`src/rtl/bist_pkg.sv`:
```
package bist_pkg;
    localparam int CHR_W = 8;

    localparam logic [2:0] ST_MATCH    = 3'b000;
    localparam logic [2:0] ST_LASTGOOD = 3'b010;
    localparam logic [2:0] ST_RESERVED = 3'b011;
    localparam logic [2:0] ST_LASTBAD  = 3'b100;
    localparam logic [2:0] ST_STARTUP  = 3'b101;
    localparam logic [2:0] ST_MISMATCH = 3'b110;
    localparam logic [2:0] ST_WAITING  = 3'b111;

    typedef enum logic [1:0] {
        PH_START,
        PH_WAIT,
        PH_CMP
    } phase_e;

    typedef struct packed {
        logic [2:0] code;
        logic       vld;
    } status_t;

    function automatic logic [CHR_W-1:0] lfsr_step(input logic [CHR_W-1:0] q);
        return {q[6:0], q[7] ^ q[5] ^ q[4] ^ q[3]};
    endfunction
endpackage

```
`src/rtl/bist_seq_ctrl.sv`:
```
module bist_seq_ctrl
    import bist_pkg::*;
#(
    parameter int SEQ_LEN = 511
) (
    input  logic    clk,
    input  logic    rst,
    input  logic    bist_en,
    input  logic    pll_locked,
    input  logic    chr_vld,
    input  logic    is_marker,
    input  logic    match,
    output logic    lfsr_load,
    output logic    lfsr_adv,
    output status_t stat
);
    localparam int CNT_W = (SEQ_LEN > 1) ? $clog2(SEQ_LEN) : 1;
    localparam logic [CNT_W-1:0] LAST_IDX = CNT_W'(SEQ_LEN - 1);

    phase_e         phase_q, phase_d;
    logic [CNT_W-1:0] cnt_q;
    logic           err_q;
    logic [2:0]     code_d;
    logic           step;
    logic           at_last;

    assign step    = chr_vld && bist_en;
    assign at_last = (cnt_q == LAST_IDX);

    always_comb begin
        phase_d   = phase_q;
        code_d    = ST_STARTUP;
        lfsr_load = 1'b0;
        lfsr_adv  = 1'b0;
        if (!pll_locked) begin
            phase_d = PH_START;
            code_d  = ST_STARTUP;
        end else begin
            unique case (phase_q)
                PH_START: begin
                    code_d = ST_STARTUP;
                    if (step) phase_d = PH_WAIT;
                end
                PH_WAIT: begin
                    code_d = ST_WAITING;
                    if (step && is_marker) begin
                        phase_d   = PH_CMP;
                        lfsr_load = 1'b1;
                    end
                end
                PH_CMP: begin
                    code_d   = match ? ST_MATCH : ST_MISMATCH;
                    lfsr_adv = step;
                    if (at_last) begin
                        code_d = (err_q || !match) ? ST_LASTBAD : ST_LASTGOOD;
                        if (step) phase_d = PH_WAIT;
                    end
                end
                default: phase_d = PH_START;
            endcase
        end
    end

    always_ff @(posedge clk) begin
        if (rst || !bist_en) begin
            phase_q  <= PH_START;
            cnt_q    <= '0;
            err_q    <= 1'b0;
            stat.vld <= 1'b0;
            stat.code <= ST_STARTUP;
        end else begin
            stat.vld <= chr_vld;
            if (chr_vld) stat.code <= code_d;
            if (!pll_locked) begin
                phase_q <= PH_START;
            end else if (chr_vld) begin
                phase_q <= phase_d;
                if (lfsr_load) begin
                    cnt_q <= '0;
                    err_q <= 1'b0;
                end else if (phase_q == PH_CMP) begin
                    cnt_q <= at_last ? '0 : cnt_q + 1'b1;
                    err_q <= err_q || !match;
                end
            end
        end
    end

    AST_CNT_IN_RANGE: assert property (@(posedge clk) disable iff (rst)
        cnt_q <= LAST_IDX);
    AST_VERDICT_TO_WAIT: assert property (@(posedge clk) disable iff (rst)
        (stat.vld && (stat.code == ST_LASTGOOD || stat.code == ST_LASTBAD) && bist_en && pll_locked)
            |-> phase_q == PH_WAIT);
endmodule

```
`config.mk`:
```
export PLATFORM = sky130hd
export DESIGN_NAME = bist_seq_ctrl
export DESIGN_NICKNAME = d
export VERILOG_FILES = /design/src/rtl/bist_pkg.sv /design/src/rtl/bist_seq_ctrl.sv
export SDC_FILE = /design/constraint.sdc
export NUM_CORES = 1
export LEC_CHECK = 0
export ABC_AREA = 0
export BUFFER_PORTS_ARGS = -buffer_cell sky130_fd_sc_hd__buf_2
export CAP_MARGIN = 20
export CORE_MARGIN = 2
export CORE_UTILIZATION = 59
export DETAILED_ROUTE_END_ITERATION = 16
export GPL_ROUTABILITY_DRIVEN = 0
export PLACE_DENSITY = 0.93
export SETUP_SLACK_MARGIN = 0.5
export SLEW_MARGIN = 10
export SYNTH_ARGS = -nofsm -noshare
export SYNTH_HDL_FRONTEND = slang
export SYNTH_SLANG_ARGS = --single-unit
```
`constraint.sdc`:
```
create_clock -name clk -period 3.4 [get_ports clk]
set_input_delay 0.17 -clock clk [delete_from_list [all_inputs] [get_ports clk]]
set_output_delay 0.17 -clock clk [all_outputs]
set_load 0.02 [all_outputs]
```
======== Word level (Yosys, flattened, before mapping) ========
Cells that the tools add are included.
storage, ports and cells
  flip-flop bits (word level) ............. 16
  input bits .............................. 7
  output and inout bits ................... 6
  logic and storage cells ................. 42
operators by class
  $add $sub $neg .......................... 1
  equal/unequal tests ..................... 5
  mux-type cells .......................... 19
  bitwise gates (word level) .............. 1
  reduce and logical (&&, ||, !) cells .... 11
operators by type and width
  operator                                             count
  2-to-1 mux 9 bit                                     3
  2-to-1 mux 3 bit                                     4
  adder 9 x 1 -> 9 bit, second input constant          1
  equality test 9 bit, second input constant           1
  2-to-1 mux 1 bit                                     7
  2-to-1 mux 2 bit                                     3
  case mux 2 bit (3 select lines)                      1
  case mux 3 bit (2 select lines)                      1
  AND reduction 3 bit                                  2
  inequality test 2 bit, second input constant         2
  equality test 2 x 1 -> 1 bit, second input constant  1
  equality test 2 bit, second input constant           1
  logical AND 1 bit                                    2
  logical NOT 1 bit                                    2
  logical NOT 2 bit                                    1
  logical OR 1 bit                                     2
  nonzero test 2 bit                                   1
  OR reduction 2 bit                                   1
  inverter 1 bit                                       1

======== Longest topological paths before layout ========
Gate-level depths: netlist of run 1.
  word-level depth ........................ 7
  mapped depth ............................ 8
  mapped depth without buffers ............ 6

======== Worst setup path before layout of run 1 ========
Ideal clock, no wire load.
  kind .................................... flip-flop to flip-flop
  start ................................... reg phase_q[0]
  end ..................................... reg cnt_q[7]
  library setup time ...................... 79 ps
  arrival ................................. 1,855 ps
  required time ........................... 3,321 ps
  path slack .............................. 1,466 ps
  cell stages (with the launch flop) ...... 8
  buffers on the path ..................... 1
  period minus slack after synthesis ...... 1,934 ps
  cell sequence ........................... dfxtp_1 > inv_1 > ha_1 > clkbuf_1 > a31oi_4 > or4_1 > or4_1 > o211ai_1
between the ends
  longest elaborated chain between the ends .. 5
  elaborated cells on any way between the ends .. 7
  classes of those cells .................. 2 x eq/ne; 3 x mux; 2 x reduce/logical
RTL lines
  item                                  RTL line             text
  from (decl)                           bist_seq_ctrl.sv:20  phase_e phase_q, phase_d;
  from (signal assigned)                bist_seq_ctrl.sv:77  phase_q <= phase_d;
  equality test 2 x 1 -> 1 bit          bist_seq_ctrl.sv:39  unique case (phase_q)
  2-to-1 mux 1 bit                      bist_seq_ctrl.sv:39
  2-to-1 mux 1 bit                      bist_seq_ctrl.sv:35  if (!pll_locked) begin
  nonzero test 2 bit (no source line)   --
  AND reduction 3 bit (no source line)  --
  to (signal assigned)                  bist_seq_ctrl.sv:82  cnt_q <= at_last ? '0 : cnt_q + 1'b1;
  to (decl)                             bist_seq_ctrl.sv:21  logic [CNT_W-1:0] cnt_q;
Parallel ways exist; a longest one is shown, timed or not.
A chain may end at the register's enable or synchronous reset.

======== Worst setup path in the final report of run 1 ========
  start ................................... reg phase_q[1]
  end ..................................... reg cnt_q[7]
Same word-level chain as after synthesis.

==> results.md, run 1 <==
* Yosys warnings at 0
* Synth unique cells at 31
* PortBufs at 12
* Initial antenna violation count at 0
* Period utilisation layout at 61.9%
* Combinational share of power at 7.0%
* Die width at 43.6 µm
* Final Hold Viols at 0
* Crit. End Element: flip-flop
* Crit path DAT at 2330 ps
* Detail Placement HPWL at 1350 µm
* Outcome: finished clean
* # DRC at 0
* Synth Net Count at 128
* Row count at 14
* NumNets Final at 142
* Maxcap violations at 0
* Req. time, crit path at 3620 ps
* Effective utilization at floorplan at 62.3%
* Max IR drop VDD at 0.212 mV
* Synthesis-to-layout area growth at 11.2%
* Pin count of the biggest net entering global routing at 11
* Final Critical Period at 2100 ps
* Vias in the first global route at 704
* Post-Route WL at 1820 µm
* H-tree depth at 1
* Vias at 831
* Switching part of the total at 23.4%
* Synthesized area per cell at 8.20 µm²
* Area taken by flip-flops and latches at 320 µm²
* Cts repair resizes at 0
* FF+latch count, synth at 16
* I/O Pins at 13
* GRT Total Usage at 21.6%
* Max Clk Rate at 475 MHz
* CTS tree: done
* Final total power at 340 µW
* Slew margin rel. at 73.1%
* CP Cell Sequence: inv_1, ha_1, a31oi_4, or4_1, or4_1, o211ai_1
* Area of the multi-input gates at 561 µm²
* ANT cells at 0
* Clock root cell: clkbuf_4
* Post-CTS Setup Bufs at 0
* Vias per cell at 5.85
* CP most frequent cell: or4_1
* Sequential share of power at 55.4%
* Post-synthesis sequential area ratio at 34.5%
* CORE AREA at 0.00149 mm²
* Synthesized area at 927 µm²
* Worst skew pair latency at 300 ps
* Lkg Pwr at 0.000348 µW
* CTS Hold Buffers Added at 0
* Critical Path Source Type: flip-flop
* Reg clk slew, reported paths at 100 ps
* Slowest stage cell, crit path: or4_1
* Final cell count without fillers at 142
* Most frequent cells in the layout: dfxtp_1 (16), nor2_1 (13), nand2_1 (12), buf_2 (12), inv_1 (9)
* DR iter-0 viols at 19
* Filler cells at 112
* Sw Pwr at 79.8 µW
* Skew final at 6.85 ps
* Commonest non-fill, non-tap cell in the layout: dfxtp_1
* Clock power share at 37.7%
* Crit-path max FO at 9
* RSZ-0062 raised after global routing: false
* ANT nets after route at 0
* DRT Pass-1 Iters at 4
* Share of layout cells above drive strength 1 at 13.5%
* Die area at 0.00190 mm²
* WHS at 103 ps
* Clock Tree Buf Depth at 2
* DIE HEIGHT at 43.6 µm
* Fin. max-slew vios at 0
* DP Cell Count at 138
* Setup CP Type: reg -> reg
* CP peak stage delay at 520 ps
* Routed WL per cell at 12.8 µm
* Power Density at 330 mW/mm²
* First-pass GRT wire length at 3060 µm
* P_int at 261 µW
* Total clock sinks at 16
* Final setup viols at 0
* Num CTS Buffers at 3
* Post-Synthesis Cells at 113
* HP Class: in -> reg
* Setup TNS at 0 ps
* Gr ovfl total at 0
* Worst slew pin tran at 403 ps
[power groups by stage]
stage / registers (µW) / logic (µW) / clock network [µW]
6_report: 189 / 23.7 / 128
5_1_grt: 189 / 25.8 / 138
4_1_cts: 189 / 23.2 / 134
3_5_place_dp: 193 / 22.9 / 0
3_3_place_gp: 193 / 22.6 / 0
2_1_floorplan: 193 / 12.4 / 0
[final cells by class]
class / instances / share of cell area [%]
clock buffer: 4 / 3.52
multi-input combinational: 85 / 54.4
sequential: 16 / 31.1
tap: 16 / 1.94
inverter: 9 / 3.28
timing repair buffer: 12 / 5.83
[worst max-delay path: cells and delay by family (launching register included)]
| kind | cells | cell delay (ps) |
|---|---|---|
| flip-flops | 1 | 360 |
| AO/OA/AOI/OAI | 2 | 280 |
| AND/OR/NAND/NOR | 2 | 940 |
| buffers and inverters | 1 | 120 |
| adder cells (fa/ha/maj) | 1 | 330 |
[per-layer routing]
layer | wire [µm] | share of wire (%) | global-route usage (%) | vias to the layer above
li1 | - | - | - | 426
met1 | 910 | 50 | 30.5 | 364
met2 | 756 | 41 | 28.2 | 34
met3 | 102 | 5.6 | 3.75 | 7
met4 | 55 | 3.0 | 17.6 | 0
met5 | 0 | 0 | 0 | -
[cells in the mapped netlist]
library cell	number	area share [%]
nand4_1	5	3.4
nor3b_1	1	0.81
mux2i_1	1	1.1
nor2b_1	1	0.68
a31oi_1	1	0.68
dfxtp_1	16	35
a211oi_1	1	0.81
clkbuf_1	2	0.81
o211ai_1	1	0.81
nor4_1	4	2.7
or3_1	1	0.68
inv_1	9	3.6
a31oi_4	1	2.3
nand2_1	12	4.9
a32o_1	1	1.1
o21bai_1	1	0.81
xnor2_1	7	6.6
nor3_1	4	2.2
a21oi_1	4	2.2
buf_2	1	0.54
o21a_1	1	0.81
nand2b_1	1	0.68
o31ai_1	3	2.4
or4b_1	1	1.1
or4_1	3	2.4
nand3_1	5	2.7
o22ai_1	1	0.68
o21ai_0	2	1.1
ha_1	8	11
a211o_1	1	0.94
nor2_1	13	5.3
[worst paths after layout]
kind / slack, ps / from / endpoint / cells past startpoint
min: 100 / rst / stat[0] / 2
min reg2reg: 490 / err_q / err_q / 2
max: 1300 / phase_q[1] / cnt_q[7] / 6
max reg2reg: 1300 / phase_q[1] / cnt_q[7] / 6
[cell families after synthesis]
kind of cell	synth area share, %
AND/OR/NAND/NOR	27.4
AO/OA/AOI/OAI	14.6
flip-flops	34.5
buffers and inverters	4.99
adder cells (fa/ha/maj)	10.8
XOR/XNOR	6.61
multiplexers	1.08
[stage by stage]
stage / setup WS [ps] / cell area, µm² / util, %
finish: 1300 / 1030 / 69.2
floorplan: 1470 / 927 / -
detailed placement: 1340 / 995 / 66.8
CTS: 1300 / 1030 / 69.2
global placement: 1440 / 995 / 66.8
global route: 1180 / 1030 / 69.2
[sequential cells by signal, indices dropped and copies added (netlist names)]
register	flops
phase_q	2
cnt_q	9
err_q	1
stat	4
No activity file was read; power rests on OpenSTA's default activity.
==> run 2: changes to the inputs <==
- CORE_UTILIZATION: 59 -> 54
- PLACE_DENSITY: 0.93 -> 0.87
- clock period: 3.4 -> 1.98 ns (I/O delays scaled with it)
==> run 2 against run 1 <==
  * Cell count grew 15%
  * Global-route usage grew 7.0 points
  * Setup slack lost 1100 ps
  * Critical path type unchanged
  * Sequential cell count is the same
  * Routed wire length grew 110%
  * Worst hold slack lost 36 ps
==> results.md, run 2 (synthesis results as in run 1) <==
* Clock root cell: clkbuf_4 (unchanged)
* Die width at 45.4 µm (was 43.6 µm)
* DIE HEIGHT at 45.4 µm (was 43.6 µm)
* H-tree depth at 1 (unchanged)
* Fin. max-slew vios at 0 (unchanged)
* Reg clk slew, reported paths at 100 ps (about the same)
* Worst skew pair latency at 300 ps (about the same)
* Skew final at 5.02 ps (was 6.85 ps)
* Critical path's top delay family: simple AND/OR/NAND/NOR gates (unchanged)
* Vias in the first global route at 920 (was 704)
* Effective utilization at floorplan at 59.5% (was 62.3%)
* Slew margin rel. at 77.8% (was 73.1%)
* # DRC at 0 (unchanged)
* Largest register FFs at 9 (unchanged)
* Synthesis-to-layout area growth at 53.4% (was 11.2%)
* ANT nets after route at 0 (unchanged)
* Period utilisation layout at 90.1% (was 61.9%)
* Crit. End Element: flip-flop (unchanged)
* Final total power at 621 µW (was 340 µW)
* Final Hold Viols at 0 (unchanged)
* Outcome: finished clean (unchanged)
* CORE AREA at 0.00156 mm² (was 0.00149 mm²)
* Most frequent cells in the layout: buf_4 (17), dfxtp_1 (12), nand2_1 (11), buf_2 (11), xnor2_1 (7) (was dfxtp_1 (16), nor2_1 (13), nand2_1 (12), buf_2 (12), inv_1 (9))
* Post-Route WL at 3800 µm (was 1820 µm)
* CP peak stage delay at 500 ps (was 520 ps)
* R2R Setup Slk at 200 ps (was 1300 ps)
* Filler cells at 56 (was 112)
* Largest regs: cnt_q x9, stat x4, phase_q x2 (unchanged)
* Routed WL per cell at 23.3 µm (was 12.8 µm)
* Clock Tree Buf Depth at 2 (unchanged)
* NumNets Final at 163 (was 142)
* Num CTS Buffers at 3 (unchanged)
* ANT cells at 0 (unchanged)
* Commonest non-fill, non-tap cell in the layout: buf_4 (was dfxtp_1)
* Slowest stage cell, crit path: or4_4 (was or4_1)
* CP Cell Sequence: inv_4, ha_1, nor3_4, a21oi_4, or4_4, a21oi_2 (was inv_1, ha_1, a31oi_4, or4_1, or4_1, o211ai_1)
* DR iter-0 viols at 147 (was 19)
* Lkg Pwr at 0.000492 µW (was 0.000348 µW)
* First-pass GRT wire length at 4200 µm (was 3060 µm)
* Pin count of the biggest net entering global routing at 11 (unchanged)
* Crit path DAT at 2020 ps (was 2330 ps)
* Buf+Inv Stages, Crit Path at 1 (unchanged)
* Fin area at 0.00142 mm² (was 0.00103 mm²)
* Final Critical Period at 1780 ps (was 2100 ps)
* Vias per cell at 7.09 (was 5.85)
* GRT Total Usage at 28.6% (was 21.6%)
* DRT Pass-1 Iters at 5 (was 4)
* Detail Placement HPWL at 1400 µm (was 1350 µm)
* WHS at 67.4 ps (was 103 ps)
* Maxcap violations at 0 (unchanged)
* Final setup viols at 0 (unchanged)
* Gr ovfl total at 0 (unchanged)
* Setup TNS at 0 ps (unchanged)
* I/O Pins at 13 (unchanged)
* Crit-path max FO at 5 (was 9)
* Placed inst area at 0.00103 mm² (was 995 µm²)
* Setup CP Type: reg -> reg (unchanged)
* CTS Hold Buffers Added at 0 (unchanged)
* Largest register by flop count: cnt_q (unchanged)
* Max IR drop VDD at 0.397 mV (was 0.212 mV)
* PortBufs at 12 (unchanged)
* Worst slew pin tran at 331 ps (was 403 ps)
* HP Class: in -> reg (unchanged)
* Row count at 14 (unchanged)
* Total clock sinks at 16 (unchanged)
* Die area at 0.00206 mm² (was 0.00190 mm²)
* Area of the multi-input gates at 767 µm² (was 561 µm²)
* Area taken by flip-flops and latches at 335 µm² (was 320 µm²)
* Share of layout cells above drive strength 1 at 49.0% (was 13.5%)
* Initial antenna violation count at 0 (unchanged)
* Req. time, crit path at 2220 ps (was 3620 ps)
* Max Clk Rate at 561 MHz (was 475 MHz)
* RSZ-0062 raised after global routing: true (was false)
* Final Util at 91.3% (was 69.2%)
* Vias at 1,156 (was 831)
* CTS tree: done (unchanged)
* Power Density at 437 mW/mm² (was 330 mW/mm²)
* Critical Path Source Type: flip-flop (unchanged)
## run 2: area by class of cell
class | instances | share of cell area, %
Clock buffer | 4 | 2.55
Inverter | 9 | 2.55
Multi-Input combinational cell | 86 | 53.9
Sequential cell | 16 | 23.6
Tap cell | 16 | 1.41
Timing Repair Buffer | 32 | 16.0
## run 2: path summary, 6_finish.rpt
kind,startpoint,endpoint,cells past startpoint
min reg2reg,cnt_q[7],cnt_q[7],2
min,rst,stat[0],2
max reg2reg,phase_q[0],phase_q[0],6
max,phase_q[0],phase_q[0],6
## run 2: report_power, final
part / internal (µW) / total [µW] / switching [µW]
sequential: 318 / 319 / 1.53
clock: 112 / 233 / 120
combinational: 23.1 / 69.1 / 46.0
## run 2: through the flow
stage          worst slack (ps)  cells
6_report                    197    163
5_1_grt                     151    163
4_1_cts                     266    151
3_5_place_dp                110    140
3_3_place_gp                175    140
2_1_floorplan               252    113
## run 2: what timing repair did
item	4_1_cts	5_1_grt
setup buffers	6	12
pin swaps	3	18
cloned	1	0
gates resized for setup	13	37
setup endpoints to repair	12	14
## run 2: per-layer routing
layer	up-vias	routed length (µm)	global-route usage [%]
met5	-	0	0
met4	0	240	17.6
met3	31	530	4.37
met2	128	1640	46.8
met1	524	1380	34.8
li1	473	-	-
==> run 3: changes to the inputs <==
- SETUP_SLACK_MARGIN: 0.5 -> 0.02
==> run 3 against run 2 <==
  * Largest power group unchanged
  * Clock skew fell by 1.1 ps
  * Clock power shrank 7%
  * Sequential cell count unchanged
  * Combinational power down 37%
  * Sequential share of layout area grew 6.5 points
  * Count of clock-buffer cells in the layout is the same
  * Die area is the same
  * Worst hold slack got worse by 37 ps
==> results.md, run 3 (synthesis results as in run 1) <==
* Final Hold Viols at 0 (unchanged)
* Die width at 45.4 µm (unchanged)
* Largest regs: cnt_q x9, stat x4, phase_q x2 (unchanged)
* Skew final at 3.95 ps (was 5.02 ps)
* ANT nets after route at 0 (unchanged)
* P_int at 449 µW (was 453 µW)
* Outcome: finished clean (unchanged)
* FF-to-FF path depth at 6 (unchanged)
* Worst R2R End: cnt_q[7] (was phase_q[0])
* Detail Placement HPWL at 1380 µm (was 1400 µm)
* FF-to-FF Start: phase_q[1] (was phase_q[0])
* Crit. End Element: flip-flop (unchanged)
* DRT Pass-1 Iters at 4 (was 5)
* Post-CTS Setup Bufs at 0 (was 6)
* End of the critical path: cnt_q[7] (was phase_q[0])
* # DRC at 0 (unchanged)
* RSZ-0062 raised after global routing: true (unchanged)
* NumNets Final at 147 (was 163)
* Initial antenna violation count at 0 (unchanged)
* Share of layout cells above drive strength 1 at 19.8% (was 49.0%)
* Final Critical Period at 1870 ps (was 1780 ps)
* Slew margin rel. at 78.3% (was 77.8%)
* Final setup viols at 0 (unchanged)
* Clock Tree Buf Depth at 2 (unchanged)
* Synthesis-to-layout area growth at 15.9% (was 53.4%)
* Effective utilization at floorplan at 59.5% (unchanged)
* Lkg Pwr at 0.000372 µW (was 0.000492 µW)
* Critical Path Source Type: flip-flop (unchanged)
* Setup TNS at 0 ps (unchanged)
* Gr ovfl total at 0 (unchanged)
* Max IR drop VDD at 0.350 mV (was 0.397 mV)
* Crit path DAT at 2080 ps (was 2020 ps)
* Vias in the first global route at 767 (was 920)
* Combinational share of power at 7.5% (was 11.1%)
* I/O Pins at 13 (unchanged)
* Crit-path max FO at 5 (unchanged)
* Fin. max-slew vios at 0 (unchanged)
* Clock power share at 37.2% (was 37.5%)
* Clock root cell: clkbuf_4 (unchanged)
* Placed inst area at 0.00103 mm² (about the same)
* First-pass GRT wire length at 3220 µm (was 4200 µm)
* PortBufs at 12 (unchanged)
* Sw Pwr at 135 µW (was 168 µW)
* R2R Setup Slk at 110 ps (was 200 ps)
* DP Cell Count at 143 (was 140)
* ANT cells at 0 (unchanged)
* Row count at 14 (unchanged)
* CTS tree: done (unchanged)
* Largest register FFs at 9 (unchanged)
* Crit. Startpoint: phase_q[1] (was phase_q[0])
* Commonest non-fill, non-tap cell in the layout: dfxtp_1 (was buf_4)
* Setup CP Type: reg -> reg (unchanged)
* DIE HEIGHT at 45.4 µm (unchanged)
* CTS Hold Buffers Added at 0 (unchanged)
* Largest register by flop count: cnt_q (unchanged)
* Req. time, crit path at 2190 ps (was 2220 ps)
* Power Density at 544 mW/mm² (was 437 mW/mm²)
* Die area at 0.00206 mm² (unchanged)
* Fin area at 0.00107 mm² (was 0.00142 mm²)
* Total clock sinks at 16 (unchanged)
* Final cell count without fillers at 147 (was 163)
* H-tree depth at 1 (unchanged)
* Most frequent cells in the layout: dfxtp_1 (14), nor2_1 (13), nand2_1 (12), buf_2 (12), inv_1 (9) (was buf_4 (17), dfxtp_1 (12), nand2_1 (11), buf_2 (11), xnor2_1 (7))
* CORE AREA at 0.00156 mm² (unchanged)
* Pin count of the biggest net entering global routing at 11 (unchanged)
* Vias at 840 (was 1,156)
* Switching part of the total at 23.2% (was 27.0%)
* Num CTS Buffers at 3 (unchanged)
* Cts repair resizes at 0 (was 13)
* Final total power at 585 µW (was 621 µW)
* Max Clk Rate at 536 MHz (was 561 MHz)
* Maxcap violations at 0 (unchanged)
* Post-Route WL at 1880 µm (was 3800 µm)
* Worst skew pair latency at 290 ps (was 300 ps)
* Reg clk slew, reported paths at 100 ps (about the same)
* HP Class: in -> reg (unchanged)
* GRT Total Usage at 21.4% (was 28.6%)
* Vias per cell at 5.71 (was 7.09)
* Routed WL per cell at 12.8 µm (was 23.3 µm)
* Worst slew pin tran at 323 ps (was 331 ps)
* Sequential share of power at 55.4% (was 51.4%)
* DR iter-0 viols at 15 (was 147)
* Period utilisation layout at 94.2% (was 90.1%)
[run 3: how the worst min path moves through the flow]
| stage | start | end | slack (ps) | cells past startpoint |
|---|---|---|---|---|
| after floorplan | rst | stat[0] | 170 | 1 |
| after global placement | rst | stat[0] | 340 | 2 |
| after detailed placement | rst | stat[0] | 330 | 2 |
| after CTS | rst | stat[0] | 20 | 2 |
| after global routing | rst | stat[0] | 30 | 2 |
| final | rst | stat[0] | 30 | 2 |
[run 3: cell type report]
class                   instances  area (µm²)
inverters                       9        33.8
well taps                      16        20.0
fillers                       131         484
multi-input cells              85         564
clock buffers                   4        36.3
flip-flops and latches         16         323
repair buffers                 17        97.6
[run 3: layer usage]
layer  share of wire [%]  track usage [%]  vias up
met4                 1.0             8.24        0
met2                  45             33.0       17
li1                    -                -      434
met1                  49             28.4      387
met3                 4.1             5.56        2
met5                   0                0        -
[run 3: power groups by stage]
stage                     Clock [µW]  Combinational, µW  Sequential, µW
final                            217               43.7             324
after global routing             235               48.3             324
after CTS                        222               42.9             324
after detailed placement           0               42.5             331
after global placement             0               41.9             331
after floorplan                    0               21.3             332
[run 3: worst max-delay path, cell delays in order (launching register included)]
cell and delay, ps:
dfxtp_2 360, inv_1 110, ha_1 220, a31oi_4 110, or4_1 500, or4_1 410, o211ai_1 90
[run 3: through the flow]
stage          hold slack (ps)  util (%)  setup slack, ps
5_1_grt                   31.4      68.9             15.5
4_1_cts                   19.5      68.5             60.7
2_1_floorplan              170         -             45.9
6_report                  30.1      68.9              114
3_3_place_gp               335      66.2              181
3_5_place_dp               330      66.2             86.7
